### config.mk
export PLATFORM = sky130hd
export DESIGN_NAME = reg_scoreboard
export DESIGN_NICKNAME = d
export VERILOG_FILES = /design/src/rtl/sb_valid_bits.sv /design/src/rtl/sb_issue_check.sv /design/src/rtl/reg_scoreboard.sv
export SDC_FILE = /design/constraint.sdc
export NUM_CORES = 1
export LEC_CHECK = 0
export ABC_AREA = 0
export BUFFER_PORTS_ARGS = -buffer_cell sky130_fd_sc_hd__buf_2
export CORE_MARGIN = 1.5
export CORE_UTILIZATION = 51
export CTS_CLUSTER_SIZE = 10
export DETAILED_ROUTE_END_ITERATION = 10
export GPL_TIMING_DRIVEN = 0
export PLACE_DENSITY = 0.78
export SYNTH_ARGS = -nofsm -noshare
export SYNTH_HDL_FRONTEND = slang
export SYNTH_HIERARCHICAL = 1
export SYNTH_SLANG_ARGS = --single-unit
### constraint.sdc
create_clock -name clk_i -period 6.71 [get_ports clk_i]
set_input_delay 0.671 -clock clk_i [delete_from_list [all_inputs] [get_ports clk_i]]
set_output_delay 0.671 -clock clk_i [all_outputs]
set_load 0.05 [all_outputs]
### src/rtl/sb_valid_bits.sv
module sb_valid_bits #(
  parameter int unsigned NUM_REGS = 32,
  localparam int unsigned IDX_W   = $clog2(NUM_REGS)
) (
  input  logic                clk_i,
  input  logic                rst_ni,
  input  logic                clr_en_i,
  input  logic [IDX_W-1:0]    clr_idx_i,
  input  logic                set_en_i,
  input  logic [IDX_W-1:0]    set_idx_i,
  output logic [NUM_REGS-1:0] eff_valid_o
);
  logic [NUM_REGS-1:0] valid_q;

  for (genvar r = 0; r < NUM_REGS; r++) begin : g_bit
    if (r == 0) begin : g_zero
      assign valid_q[r]     = 1'b1;
      assign eff_valid_o[r] = 1'b1;
    end else begin : g_reg
      logic hit_set, hit_clr;
      assign hit_set = set_en_i && (set_idx_i == IDX_W'(r));
      assign hit_clr = clr_en_i && (clr_idx_i == IDX_W'(r));
      // writeback seen by decode in the same cycle
      assign eff_valid_o[r] = valid_q[r] | hit_set;
      always_ff @(posedge clk_i or negedge rst_ni) begin
        if (!rst_ni)      valid_q[r] <= 1'b1;
        else if (hit_clr) valid_q[r] <= 1'b0; // newer writer wins
        else if (hit_set) valid_q[r] <= 1'b1;
      end
    end
  end
endmodule

### src/rtl/sb_issue_check.sv
module sb_issue_check #(
  parameter int unsigned NUM_REGS = 32,
  localparam int unsigned IDX_W   = $clog2(NUM_REGS)
) (
  input  logic [NUM_REGS-1:0] eff_valid_i,
  input  logic                issue_req_i,
  input  logic [IDX_W-1:0]    src_a_i,
  input  logic [IDX_W-1:0]    src_b_i,
  input  logic [IDX_W-1:0]    dst_i,
  input  logic                dst_we_i,
  output logic                stall_o,
  output logic                clr_en_o
);
  logic busy_a, busy_b, busy_d;

  always_comb begin
    busy_a   = !eff_valid_i[src_a_i];
    busy_b   = !eff_valid_i[src_b_i];
    busy_d   = dst_we_i && !eff_valid_i[dst_i];
    stall_o  = issue_req_i && (busy_a || busy_b || busy_d);
    clr_en_o = issue_req_i && !stall_o && dst_we_i && (dst_i != '0);
  end
endmodule

### src/rtl/reg_scoreboard.sv
module reg_scoreboard #(
  parameter int unsigned NUM_REGS = 32,
  localparam int unsigned IDX_W   = $clog2(NUM_REGS)
) (
  input  logic             clk_i,
  input  logic             rst_ni,
  input  logic             issue_req_i,
  input  logic [IDX_W-1:0] src_a_i,
  input  logic [IDX_W-1:0] src_b_i,
  input  logic [IDX_W-1:0] dst_i,
  input  logic             dst_we_i,
  input  logic             wb_we_i,
  input  logic [IDX_W-1:0] wb_dst_i,
  output logic             stall_o
);
  logic [NUM_REGS-1:0] eff_valid;
  logic                clr_en;

  sb_valid_bits #(.NUM_REGS(NUM_REGS)) i_bits (
    .clk_i       (clk_i),
    .rst_ni      (rst_ni),
    .clr_en_i    (clr_en),
    .clr_idx_i   (dst_i),
    .set_en_i    (wb_we_i),
    .set_idx_i   (wb_dst_i),
    .eff_valid_o (eff_valid)
  );

  sb_issue_check #(.NUM_REGS(NUM_REGS)) i_check (
    .eff_valid_i (eff_valid),
    .issue_req_i (issue_req_i),
    .src_a_i     (src_a_i),
    .src_b_i     (src_b_i),
    .dst_i       (dst_i),
    .dst_we_i    (dst_we_i),
    .stall_o     (stall_o),
    .clr_en_o    (clr_en)
  );
endmodule

==> impl_metrics.json <==
{
  "synthSimpleGateAreaFrac_pct": 16.32,
  "worstRegToRegCells": 10,
  "p_sw_w": 0.0002178,
  "most-common-layout-cells": "dfstp_2, buf_2, mux2i_1, nor2b_1, a21boi_0",
  "drt-total-wl_um": 6687,
  "grt_overflow_total": 0,
  "placed_cells": 324,
  "final_cells": 332,
  "crit_required_ps": 6040,
  "via_per_inst": 6.377,
  "ir_drop_v": 0.0001643,
  "synth_compound_area_share_pct": 24.87,
  "fin_crit_sh_pct": 57.06,
  "worstHoldStart": "i_bits/valid_q[13]",
  "hold_viol": 0,
  "drt_iter0_drc": 160,
  "p_clk_share_pct": 23.0,
  "synth_edf_count": 0,
  "swShare_pct": 30.90,
  "reg2reg_to": "i_bits/valid_q[6]",
  "async_reset_ff_share_pct": 100.0,
  "hold_class": "flop to flop",
  "die-area_um2": 5518,
  "worstHoldPathCells": 2,
  "drv_cap": 0,
  "cts-root-buf": "clkbuf_8",
  "cts_tree": "built",
  "ys_ff_latch": 31,
  "reg.largest.list": "i_bits/valid_q (31)",
  "synthDistinctLibCells": 52,
  "worstPathMaxFanout": 10,
  "drc": 0,
  "synthesis.nets": 260,
  "antenna_found_initial": 0,
  "tightest_slew_ps": 697.5,
  "share_seq_of_total_power_pct": 38.9,
  "grt_pass1_wl_um": 10830,
  "io_buffers": 22,
  "cts_made_buffers": 5,
  "synth_fa_ha_area_share_pct": 0,
  "synth_top_family_by_area": "compound AO/OA/AOI/OAI gates",
  "fin_skew_ps": 7.548,
  "io_pins": 26,
  "p_comb_share_pct": 38.1,
  "clkLatencyLatePin_ps": 290,
  "core_um2": 4817,
  "regToRegSetupSlack_ps": 3780,
  "cts_hold_buf": 0,
  "h-tree-depth": 2,
  "final_common_cell": "dfstp_2",
  "yosys.area.top_type_share_pct": 31.43,
  "floorplan.initialDensity_pct": 53.79,
  "min_to": "i_bits/valid_q[13]",
  "syn_area_um2": 2591,
  "path_clk_slew_ps": 70,
  "crit_arrival_ps": 3160,
  "regMostFlops": "i_bits/valid_q",
  "critical_path_class": "input port to primary output",
  "fin_nets": 289,
  "vias": 2117,
  "cts_sinks": 31,
  "rsz0062_at_grt": "no",
  "yosysTopAreaCell": "dfstp_2",
  "n_fill_cell": 440,
  "first_pass_iters": 4,
  "drive_above_1_share_pct": 42.64,
  "first_global_vias": 2136,
  "maxSlewHeadroom_pct": 53.50,
  "ys_seq_area_share_pct": 31.43,
  "hpwlAfterDp_um": 5129,
  "fmax_mhz": 261.2,
  "fp.dieW_um": 74.28,
  "ctsLongestPathBuffers": 2,
  "yosys_warnings": 6,
  "grt_max_degree": 32,
  "post_cts_buffers": 0,
  "p_int_w": 0.0004870,
  "dominantRegCellSynth": "dfstp_2",
  "place_worst_setup_slack_ps": 2904,
  "syn_inst": 235,
  "final_max_slew_viol_count": 0,
  "place_area_um2": 2785,
  "status": "completed",
  "synth_xor_area_share_pct": 0,
  "critPathCaptureType": "primary output",
  "regArea_um2": 814.5,
  "postRouteAntennaNets": 0,
  "row_count": 25,
  "wl_per_cell_um": 20.14,
  "postLayoutCellArea_um2": 2885,
  "multi_input_area_um2": 1635,
  "setup_ws_ps": 2881,
  "syn_area_per_cell_um2": 11.03,
  "largest_reg_flops": 31,
  "r2r-start": "i_bits/valid_q[4]",
  "die_h_um": 74.28,
  "antennaDiodeCount": 0,
  "startpoint_type": "input port",
  "synth.area.top_cells": "dfstp_2, mux2i_1, mux4_1",
  "period_minus_slack_ps": 3829,
  "grt_usage_pct": 26.75,
  "p_per_area_nw_per_um2": 244.3,
  "ctsResizeCount": 0,
  "setup_violations": 0,
  "p_leak_nw": 1.211,
  "synthMuxAreaShare_pct": 21.78,
  "gp_congestion": 0.8940,
  "syn_to_final_growth_pct": 11.35,
  "tns_ps": 0
}
==> per-stage QoR <==
stage / hold slack (ps) / util, % / total power [W]
floorplan: 523.2 / - / 0.0004697
global placement: 563.9 / 57.82 / 0.0005311
detailed placement: 562.5 / 57.82 / 0.0005421
CTS: 571.8 / 59.90 / 0.0007064
global route: 625.6 / 59.90 / 0.0007465
finish: 570.9 / 59.90 / 0.0007047
==> per-layer routing <==
| metal | track usage, % | vias up | wire [um] |
|---|---|---|---|
| met3 | 7.588 | 7 | 352 |
| met2 | 43.75 | 52 | 3249 |
| met4 | 5.455 | 0 | 72 |
| met1 | 35.75 | 1074 | 3012 |
| li1 | - | 984 | - |
| met5 | 0 | - | 0 |
==> worst max-delay path by stage <==
stage / start / end / depth (start not counted)
after global routing: wb_dst_i[0] / stall_o / 12
after detailed placement: wb_dst_i[0] / stall_o / 12
after CTS: wb_dst_i[0] / stall_o / 12
final: wb_dst_i[1] / stall_o / 12
after global placement: wb_dst_i[2] / stall_o / 12
after floorplan: wb_dst_i[2] / stall_o / 9
==> critical path: stages <==
cell and delay, ps:
buf_2 110, buf_6 130, and4_2 250, a21oi_1 250
inv_1 110, mux4_1 510, mux2_2 290, nor3b_1 190
o41ai_1 110, o221ai_1 120, and2_1 160, buf_2 250
==> area by class of cell <==
type	instances	share of cell area, %
Sequential cell	31	28.23
Clock buffer	8	3.469
Multi-Input combinational cell	182	56.68
Buffer	15	3.990
Tap cell	67	2.905
Timing Repair Buffer	22	3.816
Inverter	7	0.9107
==> cell usage after synthesis, types with 2 or more instances <==
library cell	number
a2111oi_0	2
a21boi_0	14
a21boi_1	7
a21o_1	8
a21o_2	9
a21oi_1	6
a22oi_1	4
a31o_2	8
a31oi_1	6
and2b_1	3
and4b_2	3
and4bb_4	2
buf_2	4
buf_4	5
buf_6	3
dfstp_2	31
inv_1	7
mux2_2	4
mux2i_1	20
mux4_1	7
mux4_2	6
nand2_1	6
nand2b_1	5
nand3_1	6
nor2_1	9
nor2b_1	16
nor3_1	2
nor3b_1	4
o211ai_1	2
o22ai_1	2
o311ai_0	2
o31a_1	2
==> power by group through the flow <==
stage	Sequential [W]	Combinational (W)	Clock (W)
after floorplan	0.000272	0.000197	0
after global placement	0.000274	0.000257	0
after detailed placement	0.000278	0.000264	0
after CTS	0.000275	0.000265	0.000166
after global routing	0.000278	0.000291	0.000177
final	0.000274	0.000268	0.000162
==> cell families (layout without fill, tap and decap cells) <==
kind of cell | Yosys count | in the layout
and+or+nand+nor | 63 | 63
other | 1 | 1
AOI/OAI and AO/OA | 81 | 81
DFF | 31 | 31
muxes | 37 | 37
buffers and inverters | 22 | 52
Power figures use the tool's default switching activity.
